`src/rtl/mfill_chan.sv`:
```
module mfill_chan #(
  parameter int AW = 32,
  parameter int BLK_MIN = 64,
  parameter int BLK_MAX = 1 << 20,
  parameter logic [2:0] BURST_RST = 3'd4
) (
  input  logic          clk,
  input  logic          rst_n,
  input  logic          reg_wr,
  input  logic [2:0]    reg_addr,
  input  logic [31:0]   reg_wdata,
  output logic [31:0]   reg_rdata,
  output logic          wr_valid,
  input  logic          wr_ready,
  output logic [AW-1:0] wr_addr,
  output logic [63:0]   wr_data,
  output logic          wr_last
);
  localparam int CW = $clog2(BLK_MAX / 8 + 1);
  localparam logic [1:0] ST_IDLE = 2'd0, ST_RUN = 2'd1, ST_HOLD = 2'd2;
  localparam logic [1:0] MODE_FILL = 2'd2;

  logic [1:0]    st_q;
  logic [2:0]    dcode_q, scode_q;
  logic [AW-1:0] dst_q, cur_q;
  logic [31:0]   blk_q, pat_lo_q, pat_hi_q;
  logic [CW-1:0] remain_q;
  logic [6:0]    bcnt_q, blim;

  wire act_wr  = reg_wr && reg_addr == 3'd5;
  wire c_start = act_wr && reg_wdata[0];
  wire c_stop  = act_wr && reg_wdata[1];
  wire c_pause = act_wr && reg_wdata[2];
  wire c_rst   = act_wr && reg_wdata[3];
  wire size_ok = blk_q >= 32'(BLK_MIN) && blk_q <= 32'(BLK_MAX);
  wire fire    = wr_valid && wr_ready;

  assign blim     = (dcode_q == 3'd0) ? 7'd0 : (7'd1 << (dcode_q - 3'd1)) - 7'd1;
  assign wr_valid = st_q == ST_RUN;
  assign wr_addr  = cur_q;
  assign wr_data  = {pat_hi_q, pat_lo_q};
  assign wr_last  = bcnt_q == blim || remain_q == CW'(1);

  always_ff @(posedge clk or negedge rst_n) begin
    if (!rst_n) begin
      dcode_q  <= BURST_RST;
      scode_q  <= BURST_RST;
      dst_q    <= '0;
      blk_q    <= '0;
      pat_lo_q <= '0;
      pat_hi_q <= '0;
    end else if (reg_wr) begin
      case (reg_addr)
        3'd0: if (st_q != ST_RUN) begin
                dcode_q <= reg_wdata[2:0];
                scode_q <= reg_wdata[6:4];
              end
        3'd1: dst_q    <= reg_wdata[AW-1:0];
        3'd2: blk_q    <= reg_wdata;
        3'd3: pat_lo_q <= reg_wdata;
        3'd4: pat_hi_q <= reg_wdata;
        default: ;
      endcase
    end
  end

  always_ff @(posedge clk or negedge rst_n) begin
    if (!rst_n) begin
      st_q     <= ST_IDLE;
      cur_q    <= '0;
      remain_q <= '0;
      bcnt_q   <= '0;
    end else begin
      if (fire) begin
        cur_q    <= cur_q + AW'(8);
        remain_q <= remain_q - CW'(1);
        bcnt_q   <= wr_last ? 7'd0 : bcnt_q + 7'd1;
      end
      case (st_q)
        ST_IDLE: if (c_start && size_ok) begin
          st_q     <= ST_RUN;
          cur_q    <= dst_q;
          remain_q <= blk_q[CW+2:3];
          bcnt_q   <= '0;
        end
        ST_RUN: begin
          if (fire && remain_q == CW'(1)) st_q <= ST_IDLE;
          else if (c_stop)                st_q <= ST_IDLE;
          else if (c_pause)               st_q <= ST_HOLD;
        end
        ST_HOLD: begin
          if (c_rst) begin
            st_q   <= ST_RUN;
            bcnt_q <= '0;
          end else if (c_start && size_ok) begin
            st_q     <= ST_RUN;
            cur_q    <= dst_q;
            remain_q <= blk_q[CW+2:3];
            bcnt_q   <= '0;
          end
        end
        default: st_q <= ST_IDLE;
      endcase
    end
  end

  always_comb begin
    case (reg_addr)
      3'd0:    reg_rdata = {22'd0, MODE_FILL, 1'b0, scode_q, 1'b0, dcode_q};
      3'd1:    reg_rdata = 32'(dst_q);
      3'd2:    reg_rdata = blk_q;
      3'd3:    reg_rdata = pat_lo_q;
      3'd4:    reg_rdata = pat_hi_q;
      3'd5:    reg_rdata = {26'd0, st_q, 4'd0};
      default: reg_rdata = '0;
    endcase
  end
endmodule

```
`config.mk`:
```
export PLATFORM = sky130hd
export DESIGN_NAME = mfill_chan
export DESIGN_NICKNAME = d
export VERILOG_FILES = /design/src/rtl/mfill_chan.sv
export SDC_FILE = /design/constraint.sdc
export NUM_CORES = 1
export LEC_CHECK = 0
export CORE_MARGIN = 1.5
export CORE_UTILIZATION = 57
export DETAILED_ROUTE_END_ITERATION = 8
export GPL_TIMING_DRIVEN = 0
export PLACE_DENSITY = 0.87
export SKIP_LAST_GASP = 1
export SLEW_MARGIN = 0
export SYNTH_ARGS = -nofsm -noshare
export SYNTH_HDL_FRONTEND = slang
export SYNTH_SLANG_ARGS = --single-unit
export TNS_END_PERCENT = 30
```
`constraint.sdc`:
```
create_clock -name clk -period 4.6 [get_ports clk]
set_input_delay 0.92 -clock clk [delete_from_list [all_inputs] [get_ports clk]]
set_output_delay 0.92 -clock clk [all_outputs]
set_load 0.005 [all_outputs]
```
==> results of run 1 <==
==> registers in the layout, summed over array words and instances (netlist names) <==
signal    count
remain_q     18
blk_q        32
pat_hi_q     32
dcode_q       3
wr_addr      32
pat_lo_q     32
dst_q        32
scode_q       3
st_q          2
bcnt_q        7
==> power by group <==
part	leakage [nW]	internal (mW)	switching, mW
sequential	2.38	2.04	0.393
combinational	2.37	0.808	0.512
clock	0.295	0.825	0.673
total	5.04	3.67	1.58
==> per-stage QoR <==
stage                TNS [ns]  area, um^2  util [%]  std cells  setup slack (ns)
floorplan                   0        9525         -        827             1.436
detailed placement     -3.628       11510     69.93       1216           -0.2497
CTS                   -0.1051       12110     73.56       1248           -0.1051
finish                      0       12130     73.66       1248            0.1304
global placement     -1000.87       11480     69.73       1215            -5.204
global route        -0.002088       12130     73.66       1248         -0.002088
==> layout by cell type (no fill, tap or decap), drive strengths merged, types with 3 or more instances in the layout <==
| cell type | count |
|---|---|
| dfrtp | 191 |
| clkdlybuf4s50 | 167 |
| mux2 | 142 |
| nor2 | 75 |
| nand2 | 50 |
| clkbuf | 49 |
| a21oi | 48 |
| xnor2 | 32 |
| a22o | 24 |
| a221o | 24 |
| inv | 22 |
| buf | 21 |
| xor2 | 17 |
| o21ai | 15 |
| nor3 | 15 |
| nor4 | 12 |
| nand4 | 11 |
| nand3 | 8 |
| nand2b | 7 |
| and3 | 7 |
| mux2i | 6 |
| clkinv | 6 |
| nor4b | 5 |
| o22ai | 5 |
| mux4 | 5 |
| ha | 5 |
| a22oi | 4 |
| and2 | 4 |
| or4 | 4 |
| or3 | 3 |
| and4b | 3 |
| nor2b | 3 |
| nor3b | 3 |
| nand3b | 3 |
==> worst max path at each step <==
stage / startpoint / end / slack (ns) / cells past startpoint
detailed placement: reg_addr[1] / reg_rdata[12] / -0.25 / 7
finish: reg_addr[1] / reg_rdata[12] / 0.13 / 7
floorplan: dcode_q[2] / wr_last / 1.44 / 11
global placement: rst_n / pat_hi_q[1] / -5.20 / 1
global route: dcode_q[0] / wr_last / -0.002 / 10
CTS: dcode_q[2] / wr_last / -0.11 / 12
==> logic make-up (layout without fill, tap and decap cells) <==
group / Yosys count / count (layout) / share of synthesized area [%]
and+or+nand+nor: 223 / 223 / 11.99
DFF: 193 / 193 / 50.73
muxes: 153 / 153 / 18.76
AOI/OAI and AO/OA: 137 / 137 / 10.21
buffers and inverters: 67 / 268 / 3.152
xor gates and xnor gates: 49 / 49 / 4.505
adders and majority gates: 5 / 5 / 0.6568
==> worst register-to-register path, delay by kind of cell (launching register included) <==
family | cells | cell delay, ns
buf+inv | 3 | 0.88
simple gates | 6 | 0.75
flops | 1 | 0.53
compound gates | 2 | 0.53
fa+ha+maj | 1 | 0.22
==> metal layers <==
layer  GRT usage (%)  vias to the layer above  wire [um]
met1           42.12                     3914      11090
met5               0                        -          0
met4           12.94                        0        897
met3           5.498                       79       1972
met2           49.94                      392      13110
li1                -                     3378          -
==> what timing repair did <==
| item | in CTS | in global routing |
|---|---|---|
| setup buffers | 0 | 0 |
| setup endpoints to repair | 21 | 22 |
| gates resized for setup | 1 | 10 |
==> area by class of cell <==
class | count | share of cell area [%]
Buffer | 50 | 1.981
Clock buffer | 18 | 3.621
Clock inverter | 14 | 1.269
Inverter | 17 | 0.5261
Multi-Input combinational cell | 567 | 36.36
Sequential cell | 193 | 39.84
Tap cell | 220 | 2.269
Timing Repair Buffer | 169 | 14.13
==> impl_metrics.json, run 1 <==
{
  "status": "finished clean",
  "synth_area_per_cell_um2": 11.52,
  "vias": 7763,
  "yosys.area.top_type": "dfrtp_1",
  "critPathLaunchType": "primary input",
  "multi_input_area_mm2": 0.004410,
  "cts_tree": "yes",
  "drc": 0,
  "wl_per_cell_um": 21.69,
  "synth.cell_area_mm2": 0.009525,
  "slowest_delay_ns": 0.51,
  "place.gp.congestion": 0.9023,
  "ir_drop_mv": 0.3163,
  "path_class": "in2out",
  "grt_start_max_net_pins": 128,
  "fin_crit_ns": 4.470,
  "synth_warnings": 0,
  "crit_top_cell": "clkdlybuf4s50_1",
  "dieWidth_um": 132.3,
  "leakagePower_nw": 5.041,
  "synth.area.top_cells": "dfrtp_1, mux2_2, nor2_1, xnor2_1, a21oi_1",
  "synth.distinct_cells": 60,
  "viasPerCell": 6.220,
  "synth.cells.most_frequent": "dfrtp_1, mux2_2, nor2_1, nand2_1, a21oi_1",
  "worst_setup_path_end_kind": "primary output",
  "register_area_mm2": 0.004832,
  "setup_viol": 0,
  "seq_area_frac_synth_pct": 50.73,
  "crit_path_top_delay_cell": "clkdlybuf4s50_1",
  "grt_pass1_vias": 7543,
  "async_flop_share_pct": 100.0,
  "crit_chain": "clkdlybuf4s50_1, buf_1, nor3_4, clkbuf_1, a22o_1, a221o_1, clkdlybuf4s50_1",
  "p_per_area_mw_per_mm2": 433.0,
  "worst-path-buf-inv": 4,
  "ff2ff_setup_slack_ns": 1.55,
  "antenna_cells": 0,
  "cp_data_required_time_ns": 3.68,
  "numClockSinks": 193,
  "synthCells": 827,
  "holdCritPathClass": "in2async",
  "ctsLongestPathBuffers": 2,
  "die_area_mm2": 0.01750,
  "critPathArrivalTime_ns": 3.55,
  "dp.final_hpwl_um": 19280,
  "drive_gt1_share_pct": 20.33,
  "relSlewSlack_pct": 52.13,
  "first_pass_iters": 5,
  "io_buffers": 168,
  "rsz0062_at_grt": "yes",
  "period_share_pct": 97.17,
  "hold_buffers": 0,
  "antenna_found_initial": 0,
  "drt_wl_total_um": 27070,
  "rr_startpoint": "dcode_q[2]",
  "gr-total-overflow": 0,
  "tightest_slew_ns": 0.7121,
  "pin_count": 169,
  "core_area_mm2": 0.01647,
  "finalPower_mw": 5.251,
  "drtIter0Drc": 668,
  "holdWs_ns": 0.4204,
  "yosysMostFrequentCell": "dfrtp_1",
  "synth_edf_count": 0,
  "synth_top_area_share_pct": 50.18,
  "fillers": 1090,
  "final.setup_skew_ns": 0.01000,
  "max_freq_mhz": 223.7,
  "worstSkewPairLatency_ns": 0.44,
  "ys.flop_type": "dfrtp_1",
  "die_h_um": 132.3,
  "ant_nets": 0,
  "cts-root-buf": "clkbuf_16",
  "core.rowCount": 47,
  "r2r_cells": 12,
  "grt_pass1_wl_um": 42010,
  "syn2layout_area_growth_pct": 27.33,
  "initial_core_util_pct": 57.85,
  "slew_violations": 0,
  "synth_nets": 871,
  "cp_max_fo": 10,
  "critPathTopFamily": "buffers and inverters",
  "maxCapViolations": 0,
  "rr_endpoint": "bcnt_q[6]",
  "grt_usage_pct": 31.09,
  "cts_buffers": 17,
  "finalHoldViolCount": 0,
  "nNetsFinal": 1059,
  "clkTransAtPathRegs_ns": 0.07,
  "htreeDepth": 4,
  "ys_ff_latch": 193
}
Note: power is estimated with default switching activity, not from simulation.
==> run 2, diff against run 1 <==
- SKIP_LAST_GASP: 1 -> unset
==> run 2 against run 1 <==
Net effect:
- critical path depth did not move
- final cell count unchanged
- sequential power is essentially flat
- sequential cell count unchanged
- first-iteration DRC count is 2.4% higher
- routed wire length barely moved
- total power about the same
- critical path type unchanged
- critical endpoint unchanged
- largest power group unchanged
==> impl_metrics.json, run 2 (synthesized netlist as in run 1, its figures left out) <==
{
  "rsz0062_at_grt": "yes",
  "initial_core_util_pct": 57.85,
  "crit_path_top_delay_cell": "clkdlybuf4s50_1",
  "maxCapViolations": 0,
  "worstSkewPairLatency_ns": 0.44,
  "slowest_delay_ns": 0.51,
  "dieWidth_um": 132.3,
  "rr_endpoint": "bcnt_q[3]",
  "first_pass_iters": 5,
  "cp_data_required_time_ns": 3.68,
  "place.gp.congestion": 0.9023,
  "rr_startpoint": "dcode_q[2]",
  "crit_chain": "clkdlybuf4s50_1, buf_1, nor3_4, clkbuf_1, a22o_1, a221o_1, clkdlybuf4s50_1",
  "die_h_um": 132.3,
  "drive_gt1_share_pct": 20.33,
  "grt_util_met1_pct": 42.20,
  "die_area_mm2": 0.01750,
  "clkTransAtPathRegs_ns": 0.07,
  "fin_crit_ns": 4.468,
  "holdCritPathClass": "in2async",
  "setup_viol": 0,
  "io_buffers": 168,
  "finalHoldViolCount": 0,
  "grt_pass1_wl_um": 42020,
  "numClockSinks": 193,
  "switchingPower_mw": 1.580,
  "worst-path-buf-inv": 4,
  "slew_violations": 0,
  "core_area_mm2": 0.01647,
  "grt_start_max_net_pins": 128,
  "switching_share_pct": 30.07,
  "grt_pass1_vias": 7539,
  "layout_common_cells": "dfrtp_1, clkdlybuf4s50_1, mux2_2",
  "period_share_pct": 97.12,
  "comb_power_share_pct": 25.1,
  "relSlewSlack_pct": 52.50,
  "pwr-share-clk_pct": 28.5,
  "status": "finished clean",
  "hold_buffers": 0,
  "grtUsageMet3_pct": 5.498,
  "ctsLongestPathBuffers": 2,
  "fillers": 1090,
  "grt_usage_pct": 31.10,
  "antenna_cells": 0,
  "cp_max_fo": 10,
  "p_seq_share_pct": 46.4,
  "ff2ff_setup_slack_ns": 1.56,
  "cts_buffers": 17,
  "cts-root-buf": "clkbuf_16",
  "cts_tree": "yes",
  "ant_nets": 0,
  "finalPower_mw": 5.253,
  "wl_per_cell_um": 21.68,
  "critPathArrivalTime_ns": 3.55,
  "holdWs_ns": 0.4282,
  "leakagePower_nw": 5.041,
  "r2r_cells": 12,
  "drtIter0Drc": 684,
  "grt-busiest-layer": "met2",
  "antenna_found_initial": 0,
  "crit_top_cell": "clkdlybuf4s50_1",
  "critPathTopFamily": "buffers and inverters",
  "path_class": "in2out",
  "p_per_area_mw_per_mm2": 433.1,
  "final.setup_skew_ns": 0.008697,
  "core.rowCount": 47,
  "viasPerCell": 6.216,
  "tightest_slew_ns": 0.7066,
  "syn2layout_area_growth_pct": 27.33,
  "use_met2_pct": 49.88,
  "critPathLaunchType": "primary input",
  "gr-total-overflow": 0,
  "internal_power_mw": 3.673,
  "max_freq_mhz": 223.8,
  "layout_commonest_cell": "dfrtp_1",
  "dp.final_hpwl_um": 19280,
  "ir_drop_mv": 0.3155,
  "vias": 7758,
  "drt_wl_total_um": 27050,
  "worst_setup_path_end_kind": "primary output",
  "nNetsFinal": 1059,
  "pin_count": 169,
  "drc": 0,
  "htreeDepth": 4
}
## run 2: final cells by class
cell class | count | area (um^2) | share of cell area (%)
well taps | 220 | 275.3 | 2.269
plain buffers | 50 | 240.2 | 1.981
multi-input cells | 567 | 4410 | 36.36
clock buffers | 18 | 439.2 | 3.621
repair buffers | 169 | 1714 | 14.13
inverters | 17 | 63.81 | 0.5261
flip-flops and latches | 193 | 4832 | 39.84
clock inverters | 14 | 153.9 | 1.269
## run 2: what timing repair did
action	4_1_cts	5_1_grt
setup buffers	0	0
pin swaps	0	0
setup endpoints to repair	21	22
gates resized for setup	2	8
## run 2: power by group through the flow
stage | clock [mW] | combinational (mW) | sequential, mW
after floorplan | 0 | 0.675 | 2.32
after global placement | 0 | 1.26 | 2.43
after detailed placement | 0 | 1.30 | 2.44
after CTS | 1.50 | 1.31 | 2.42
after global routing | 1.57 | 1.42 | 2.47
final | 1.50 | 1.32 | 2.43
## run 2: worst max path at each step
| stage | start | to | cells after the start |
|---|---|---|---|
| finish | reg_addr[1] | reg_rdata[12] | 7 |
| global route | dcode_q[2] | wr_last | 12 |
| CTS | reg_addr[1] | reg_rdata[12] | 7 |
| detailed placement | reg_addr[1] | reg_rdata[12] | 7 |
| global placement | rst_n | pat_hi_q[1] | 1 |
| floorplan | dcode_q[2] | wr_last | 11 |
## run 2: routing by layer
metal | part of all wire [%] | up-vias | wire length (um)
met2 | 48 | 397 | 13110
met5 | 0 | - | 0
met3 | 7.6 | 69 | 2067
met1 | 41 | 3902 | 11050
li1 | - | 3390 | -
met4 | 3.1 | 0 | 828
## run 2: metrics by stage
step           worst slack [ns]  cells   TNS, ns  utilization [%]  area (um^2)
2_1_floorplan             1.436    827         0                -         9525
3_3_place_gp             -5.204   1215  -1000.87            69.73        11480
3_5_place_dp            -0.2497   1216    -3.628            69.93        11510
4_1_cts                 0.02789   1248         0            73.57        12110
5_1_grt                -0.01495   1248  -0.01495            73.66        12130
6_report                 0.1323   1248         0            73.66        12130
